$ cat config.mk
export PLATFORM = sky130hd
export DESIGN_NAME = l1_cfg_tuner
export DESIGN_NICKNAME = d
export VERILOG_FILES = /design/src/rtl/cfg_tuner_pkg.sv /design/src/rtl/cfg_tuner_step.sv /design/src/rtl/cfg_tuner_best.sv /design/src/rtl/l1_cfg_tuner.sv
export SDC_FILE = /design/constraint.sdc
export NUM_CORES = 1
export LEC_CHECK = 0
export BUFFER_PORTS_ARGS = -buffer_cell sky130_fd_sc_hd__buf_4
export CAP_MARGIN = 0
export CELL_PAD_IN_SITES_DETAIL_PLACEMENT = 0
export CELL_PAD_IN_SITES_GLOBAL_PLACEMENT = 1
export CORE_ASPECT_RATIO = 1.1
export CORE_MARGIN = 8
export CORE_UTILIZATION = 50
export CTS_CLUSTER_DIAMETER = 150
export CTS_CLUSTER_SIZE = 10
export DETAILED_ROUTE_END_ITERATION = 8
export GPL_TIMING_DRIVEN = 0
export HOLD_SLACK_MARGIN = 0.12
export PLACE_DENSITY = 0.88
export SLEW_MARGIN = 20
export SYNTH_ARGS = -nofsm -noshare
export SYNTH_HDL_FRONTEND = slang
export SYNTH_SLANG_ARGS = --single-unit
$ cat constraint.sdc
create_clock -name clk -period 4.9 [get_ports clk]
set_input_delay 0.98 -clock clk [delete_from_list [all_inputs] [get_ports clk]]
set_output_delay 0.98 -clock clk [all_outputs]
set_load 0.05 [all_outputs]
$ cat src/rtl/cfg_tuner_pkg.sv
package cfg_tuner_pkg;
  localparam int NFIELD = 3;          // 0 capacity, 1 ways, 2 line length
  localparam int FW     = 2;
  localparam logic [FW-1:0] CODE_MAX = 2'd2;
  typedef logic [NFIELD-1:0][FW-1:0] cfg_t;
  localparam cfg_t CFG_FULL = {2'd2, 2'd2, 2'd2};
  typedef enum logic {ST_IDLE, ST_RUN} st_t;
endpackage

$ cat src/rtl/cfg_tuner_step.sv
module cfg_tuner_step
  import cfg_tuner_pkg::*;
(
  input  logic [FW-1:0] cur_code,
  input  logic          down,
  input  logic [FW-1:0] seed_code,
  output logic [FW-1:0] cont_code,
  output logic          cont_lim,
  output logic [FW-1:0] seed_next,
  output logic          seed_down
);
  always_comb begin
    cont_lim  = down ? (cur_code == '0) : (cur_code == CODE_MAX);
    cont_code = cont_lim ? cur_code : (down ? cur_code - 1'b1 : cur_code + 1'b1);
    seed_down = (seed_code != '0);
    seed_next = seed_down ? seed_code - 1'b1 : seed_code + 1'b1;
  end
endmodule

$ cat src/rtl/cfg_tuner_best.sv
module cfg_tuner_best
  import cfg_tuner_pkg::*;
#(
  parameter int CW = 32
) (
  input  logic          clk,
  input  logic          rst,
  input  logic          clear,
  input  logic          upd,
  input  logic [CW-1:0] cost,
  input  cfg_t          cand,
  output cfg_t          nb_cfg,
  output logic [CW-1:0] nb_cost
);
  cfg_t          best_q;
  logic [CW-1:0] cost_q;
  logic          empty_q;
  logic          take;

  always_comb begin
    take    = upd && (empty_q || cost < cost_q);
    nb_cfg  = take ? cand : best_q;
    nb_cost = take ? cost : cost_q;
  end

  always_ff @(posedge clk) begin
    if (rst) begin
      best_q  <= CFG_FULL;
      cost_q  <= '0;
      empty_q <= 1'b1;
    end else if (clear) begin
      empty_q <= 1'b1;
    end else if (upd) begin
      best_q  <= nb_cfg;
      cost_q  <= nb_cost;
      empty_q <= 1'b0;
    end
  end

  AST_BEST_NO_RISE: assert property (@(posedge clk) disable iff (rst)
    (!empty_q && !clear) |=> (cost_q <= $past(cost_q)));
endmodule

$ cat src/rtl/l1_cfg_tuner.sv
module l1_cfg_tuner
  import cfg_tuner_pkg::*;
#(
  parameter int CW       = 32,
  parameter int MAX_EXEC = 3
) (
  input  logic          clk,
  input  logic          rst,
  input  logic          start_i,
  input  logic          cost_vld_i,
  input  logic [CW-1:0] cost_i,
  output logic [1:0]    size_o,
  output logic [1:0]    way_o,
  output logic [1:0]    line_o,
  output logic          done_o
);
  localparam int TW = $clog2(MAX_EXEC + 1);
  localparam logic [TW-1:0] TRIAL_LIMIT = TW'(MAX_EXEC);

  st_t           st_q;
  cfg_t          cur_q;
  logic [1:0]    par_q;
  logic          down_q;
  logic [CW-1:0] ref_q;
  logic          first_q;
  logic [TW-1:0] trials_q;

  cfg_t          nb_cfg;
  logic [CW-1:0] nb_cost;
  logic [NFIELD-1:0][FW-1:0] cont_code, seed_next;
  logic [NFIELD-1:0]         cont_lim, seed_down;

  logic          upd, rose, move_on, finish;
  logic [TW-1:0] trials_n;
  logic [1:0]    par_nx;

  assign upd = (st_q == ST_RUN) && cost_vld_i;

  cfg_tuner_best #(.CW(CW)) u_best (
    .clk(clk), .rst(rst),
    .clear((st_q == ST_IDLE) && start_i),
    .upd(upd), .cost(cost_i), .cand(cur_q),
    .nb_cfg(nb_cfg), .nb_cost(nb_cost)
  );

  for (genvar g = 0; g < NFIELD; g++) begin : g_step
    cfg_tuner_step u_step (
      .cur_code(cur_q[g]), .down(down_q), .seed_code(nb_cfg[g]),
      .cont_code(cont_code[g]), .cont_lim(cont_lim[g]),
      .seed_next(seed_next[g]), .seed_down(seed_down[g])
    );
  end

  always_comb begin
    trials_n = trials_q + 1'b1;
    rose     = !first_q && (cost_i > ref_q);
    move_on  = rose || cont_lim[par_q];
    finish   = (trials_n >= TRIAL_LIMIT) || (move_on && par_q == 2'd2);
    par_nx   = par_q + 1'b1;
  end

  always_ff @(posedge clk) begin
    if (rst) begin
      st_q     <= ST_IDLE;
      cur_q    <= CFG_FULL;
      par_q    <= '0;
      down_q   <= 1'b1;
      ref_q    <= '0;
      first_q  <= 1'b1;
      trials_q <= '0;
      done_o   <= 1'b0;
    end else begin
      done_o <= 1'b0;
      if (st_q == ST_IDLE) begin
        if (start_i) begin
          st_q     <= ST_RUN;
          par_q    <= '0;
          down_q   <= (cur_q[0] != '0);
          first_q  <= 1'b1;
          trials_q <= '0;
        end
      end else if (cost_vld_i) begin
        trials_q <= trials_n;
        first_q  <= 1'b0;
        if (finish) begin
          cur_q  <= nb_cfg;
          done_o <= 1'b1;
          st_q   <= ST_IDLE;
        end else if (!move_on) begin
          cur_q[par_q] <= cont_code[par_q];
          ref_q        <= cost_i;
        end else begin
          par_q         <= par_nx;
          cur_q         <= nb_cfg;
          cur_q[par_nx] <= seed_next[par_nx];
          down_q        <= seed_down[par_nx];
          ref_q         <= nb_cost;
        end
      end
    end
  end

  assign size_o = cur_q[0];
  assign way_o  = cur_q[1];
  assign line_o = cur_q[2];

  AST_CODES_LEGAL: assert property (@(posedge clk) disable iff (rst)
    (size_o != 2'd3) && (way_o != 2'd3) && (line_o != 2'd3));
  AST_DONE_SINGLE: assert property (@(posedge clk) disable iff (rst)
    done_o |=> !done_o);
  AST_TRIAL_CAP: assert property (@(posedge clk) disable iff (rst)
    trials_q <= TRIAL_LIMIT);
  AST_IDLE_HOLD: assert property (@(posedge clk) disable iff (rst)
    (st_q == ST_IDLE && !start_i) |=> $stable(cur_q));
  AST_RUN_HOLD: assert property (@(posedge clk) disable iff (rst)
    (st_q == ST_RUN && !cost_vld_i) |=> ($stable(cur_q) && st_q == ST_RUN));
  AST_PARAM_RANGE: assert property (@(posedge clk) disable iff (rst)
    par_q <= 2'd2);
endmodule

* Word level (Yosys, flattened, before mapping) *
Index checks and enable logic that the tools add are counted.

storage, ports and cells
  register bits after elaboration = 85
  input bits = 36
  output and inout port bits = 7
  word-level logic and storage cells = 124

cells by class
  add/subtract/negate cells = 14
  magnitude comparators = 7
  eq/ne operators = 7
  multiplexer cells = 51
  bitwise logic cells = 4
  reductions and logical operators = 26

operator list
  operator               count
  $mux W32               2
  $mux W2                20
  $gt A32 B32 Y1         1
  $lt A32 B32 Y1         1
  $mux W1                18
  $mux W6                3
  $add A2 B1 Y2 const B  8
  $bwmux W6              2
  $sub A2 B1 Y2 const B  6
  $reduce_bool A2 Y1     5
  $bmux W2 S2            2
  $demux W2 S2           2
  $eq A2 B2 Y1 const B   4
  $logic_and A1 B1 Y1    7
  $logic_not A2 Y1       3
  $lt A2 B3 Y1 const B   2
  $reduce_and A2 Y1      3
  $bmux W1 S2            2
  $ge A2 B1 Y1 const B   2
  $ne A2 B2 Y1 const B   2
  $not A1 Y1             4
  $reduce_and A4 Y1      1
  $logic_or A1 B1 Y1     3
  $reduce_and A3 Y1      1
  other kinds (5)        5

* Depth between registers and ports, before layout *
  word-level depth = 11
  gate-level depth with buffers = 13
  depth with buffers taken out = 11

* Cells and area by module *
A second synthesis with hierarchy kept.

second synthesis, totals
  cells, all modules = 755
  area, all modules = 6912.9 um2

modules (own cells, without submodules)
  module          times used  cells an instance  area an instance (um2)  sequential area each (um2)
  l1_cfg_tuner    1           403                3711.1                  920.9
  cfg_tuner_best  1           325                3021.6                  780.7
  cfg_tuner_step  3           9                  60.1                    0.0

* Least setup slack after synthesis *
OpenSTA, ideal clock, no wires.

  path kind = input to register
  start point = in cost_i[11]
  end point = reg cur_q (netlist bit size_o[0])
  setup time = 115 ps
  arrival = 3373 ps
  required time = 4785 ps
  setup slack = 1412 ps
  cell stages on the path = 10
  path buffers = 0
  cells stage by stage = ha_1 > and4_1 > o211ai_2 > or4_4 > a311oi_4 > nor2_4 > mux2i_1 > a222oi_1 > a221oi_1 > o21ba_1

on the way
  cells in the longest elaborated chain, start to end = 11
  elaborated cells on any way between the ends = 26
  classes of those cells = 6 x add/sub; 2 x order compare; 9 x mux; 9 x reduce/logical

RTL lines
  what                                   line                  RTL
  from (decl)                            l1_cfg_tuner.sv:11    input logic [CW-1:0] cost_i,
  $lt A32 B32 Y1                         cfg_tuner_best.sv:21  take = upd && (empty_q || cost < cost_q);
  $logic_or A1 B1 Y1                     cfg_tuner_best.sv:21
  $logic_and A1 B1 Y1                    cfg_tuner_best.sv:21
  $mux W6                                cfg_tuner_best.sv:22  nb_cfg = take ? cand : best_q;
  $add A2 B1 Y2 (tied with other cells)  cfg_tuner_step.sv:16  seed_next = seed_down ? seed_code - 1'b1 : seed_code + 1'b1;
  $mux W2                                cfg_tuner_step.sv:16
  $bmux W2 S2                            l1_cfg_tuner.sv:95    cur_q[par_nx] <= seed_next[par_nx];
  $mux W2 (not written as such)          l1_cfg_tuner.sv:95
  $bwmux W6                              l1_cfg_tuner.sv:95
  $mux W6                                l1_cfg_tuner.sv:89    end else if (!move_on) begin
  $mux W6 *                              l1_cfg_tuner.sv:85    if (finish) begin
  to (signal assigned)                   l1_cfg_tuner.sv:86    cur_q <= nb_cfg;
  to (signal, indexed assignment)        l1_cfg_tuner.sv:90    cur_q[par_q] <= cont_code[par_q];
  to (signal, indexed assignment)        l1_cfg_tuner.sv:95
  to (decl)                              l1_cfg_tuner.sv:21    cfg_t cur_q;

Every way passes the cells marked *; elsewhere a longest branch is shown, timed or not. The select of a mux whose other input is x is not followed.
A chain may end at the register's enable or synchronous reset.

* Worst setup path after layout *
  start point = in cost_i[15]
  end point = reg cur_q (netlist bit size_o[0])

Same word-level chain as after synthesis.

==> impl_metrics.json <==
{
  "holdWs_ns": 0.488,
  "clock_path_buffers": 2,
  "max_freq_mhz": 257,
  "grt_pass1_wl_mm": 25.4,
  "synth-seq-area-share_pct": 29.3,
  "place_area_um2": 6310,
  "coreArea_um2": 11400,
  "htreeDepth": 3,
  "setup.worst_path.start": "cost_i[15]",
  "worstHoldPathType": "flip-flop to flip-flop",
  "seqCellArea_um2": 1700,
  "ys_warn_count": 0,
  "setup_tns_ns": 0,
  "grt.busiest_layer": "met2",
  "p_leak_uw": 0.00246,
  "cp_max_fo": 10,
  "place_congestion": 0.914,
  "crit_path_end_kind": "flip-flop",
  "detail-route-antenna-nets": 0,
  "syn-instance-count": 704,
  "yosysMostFrequentCell": "dfxtp_1",
  "dieHeight_um": 129,
  "syn_nets": 810,
  "yosysTopAreaCellShare_pct": 29.3,
  "dr.pass1.iters": 5,
  "timing.rr.start": "ref_q[15]",
  "powerDensity_nw_per_um2": 291,
  "syn_area_per_cell_um2": 8.25,
  "synth_edf_count": 0,
  "setup_viol": 0,
  "cts_setup_buffers": 0,
  "clkSinkCount": 85,
  "finalPower_uw": 1920,
  "numPortBuffers": 42,
  "drt_iter0_markers": 343,
  "tightestPinTransition_ns": 0.863,
  "crit_slowest_cell": "nor4_1",
  "drcViolationCount": 0,
  "fin_util_pct": 58.0,
  "grt_overflow_total": 0,
  "syn_area_um2": 5810,
  "grtUsageMet1_pct": 25.1,
  "rows": 41,
  "crit_family": "simple AND/OR/NAND/NOR gates",
  "synth_area_leaders": "dfxtp_1 (29%), ha_1 (15%), mux2i_1 (6.6%)",
  "layout_worst_path_cycle_share_pct": 79.3,
  "clk_latency_ns": 0.34,
  "yosys.area.top_type": "dfxtp_1",
  "worstPathCellList": "buf_4, ha_1, nand4_1, nor4_1, a21oi_1, o31ai_1, o211ai_1, or2_2, clkbuf_1, o21ai_0, mux2_2, o21ba_1",
  "cts_root_buf": "clkbuf_16",
  "ir_worst_vdd_uv": 172,
  "multi_input_area_um2": 3640,
  "drive_gt1_share_pct": 14.6,
  "place.detailed.hpwl_mm": 11.8,
  "skew_ns": 0.00685,
  "io_pins": 43,
  "synth_cell_type_count": 68,
  "clkTransAtPathRegs_ns": 0.06,
  "antennaDiodeCount": 0,
  "setup.worst_path.start_class": "input pin",
  "start_util_pct": 51.0,
  "fillers": 1088,
  "numCtsBuffers": 9,
  "yosys_most_used_dff": "dfxtp_1",
  "hold_buffers": 0,
  "tritoncts": "done",
  "r2r_slack_ns": 1.39,
  "hold_viol": 0,
  "async_reset_ff_share_pct": 0,
  "grt_util_met3_pct": 2.65,
  "reg2reg_depth": 12,
  "arrival_ns": 4.12,
  "slew-limit-headroom_pct": 42.5,
  "die-width_um": 119,
  "slowest_delay_ns": 0.60,
  "synth_commonest_cells": "dfxtp_1 (85), inv_1 (73), a21oi_1 (71)",
  "run_status": "completed",
  "wl_mm": 15.4,
  "cp.depth": 12,
  "cp.required_ns": 5.14,
  "viasPerCell": 5.71,
  "grt_pass1_vias": 5181,
  "grt_setup_unrepaired": "false",
  "drv_slew": 0,
  "grt_max_degree": 14,
  "layout_min_cycle_time_ns": 3.89,
  "synth-seq-cells": 85,
  "use_met2_pct": 35.3,
  "crit_path_end": "size_o[0]",
  "die-area_um2": 15300,
  "cp.buffers_inverters": 2,
  "finish.instance_area_um2": 6600,
  "path_class": "input pin to flip-flop",
  "antenna_found_initial": 0,
  "vias": 5205,
  "area_growth_pct": 13.7,
  "ctsResizeCount": 0,
  "fin_nets": 863,
  "r2r-end": "size_o[0]",
  "drt-wirelength-per-cell_um": 16.9,
  "maxCapViolCount": 0,
  "grtUsageTotal_pct": 20.4
}
-- layout by cell type (no fill, tap or decap), types with 4 or more instances in the layout --
master      n
nor3_1      5
nand3_1    10
a211oi_2   25
clkbuf_16   9
a21o_1      5
mux2i_1    38
nand4_1    11
nand2_1    56
nand2b_1    7
buf_4      43
a31oi_1     4
dfxtp_1    85
inv_1      73
clkbuf_1   26
o21a_1      4
a21oi_1    71
buf_1       4
o21ai_0    51
a211oi_1   17
buf_2       9
nor3b_1     4
nor2_1     65
ha_1       70
-- where the power goes --
group          switching (uW)  total (uW)  internal, uW
combinational             283         479           197
sequential               24.7         756           731
clock                     279         687           408
-- metrics by stage --
stage | setup slack, ns | std cells
floorplan | 1.41 | 704
global placement | 0.742 | 896
detailed placement | 0.707 | 896
CTS | 1.04 | 912
global route | 0.732 | 912
finish | 1.01 | 912
-- cells by family (layout without fill, tap and decap cells) --
family                     Yosys count  count (layout)  share of synthesized area (%)
AOI/OAI and AO/OA                  210             210                           25.0
and+or+nand+nor                    178             178                           14.2
buffers and inverters              114             172                           8.08
DFF                                 85              85                           29.3
adders and majority gates           70              70                           15.1
muxes                               42              42                           7.52
xor gates and xnor gates             5               5                          0.754
-- tightest hold or removal path, cell delays in order, from the launching register on --
cell and delay (ns):
dfxtp_1 0.33, a21oi_1 0.06, nor2_1 0.07
-- registers in the layout, summed over array words and instances, names as in the netlist --
name / cells
size_o: 2
st_q: 1
u_best.best_q: 6
ref_q: 32
u_best.empty_q: 1
down_q: 1
line_o: 2
first_q: 1
done_o: 1
trials_q: 2
par_q: 2
u_best.cost_q: 32
way_o: 2
-- metal layers --
layer  vias to the layer above  wire length [um]
met1                      2453              6940
met4                         0               329
li1                       2595                 -
met2                       133              7560
met5                         -                 0
met3                        24               582
-- area by class of cell --
type | instances | share of cell area (%)
well taps | 150 | 2.84
multi-input cells | 505 | 55.1
flip-flops and latches | 85 | 25.8
clock inverters | 4 | 0.720
clock buffers | 12 | 3.73
repair buffers | 42 | 4.77
plain buffers | 41 | 2.96
inverters | 73 | 4.15
-- worst min path at each step --
stage | start | to | slack [ns] | depth (start not counted)
floorplan | trials_q[1] | trials_q[1] | 0.46 | 2
CTS | u_best.cost_q[30] | u_best.cost_q[30] | 0.49 | 2
global placement | u_best.cost_q[18] | u_best.cost_q[18] | 0.47 | 2
finish | trials_q[1] | trials_q[1] | 0.49 | 2
detailed placement | trials_q[1] | trials_q[1] | 0.48 | 2
global route | trials_q[0] | trials_q[0] | 0.51 | 2
Power figures use the tool's default switching activity.
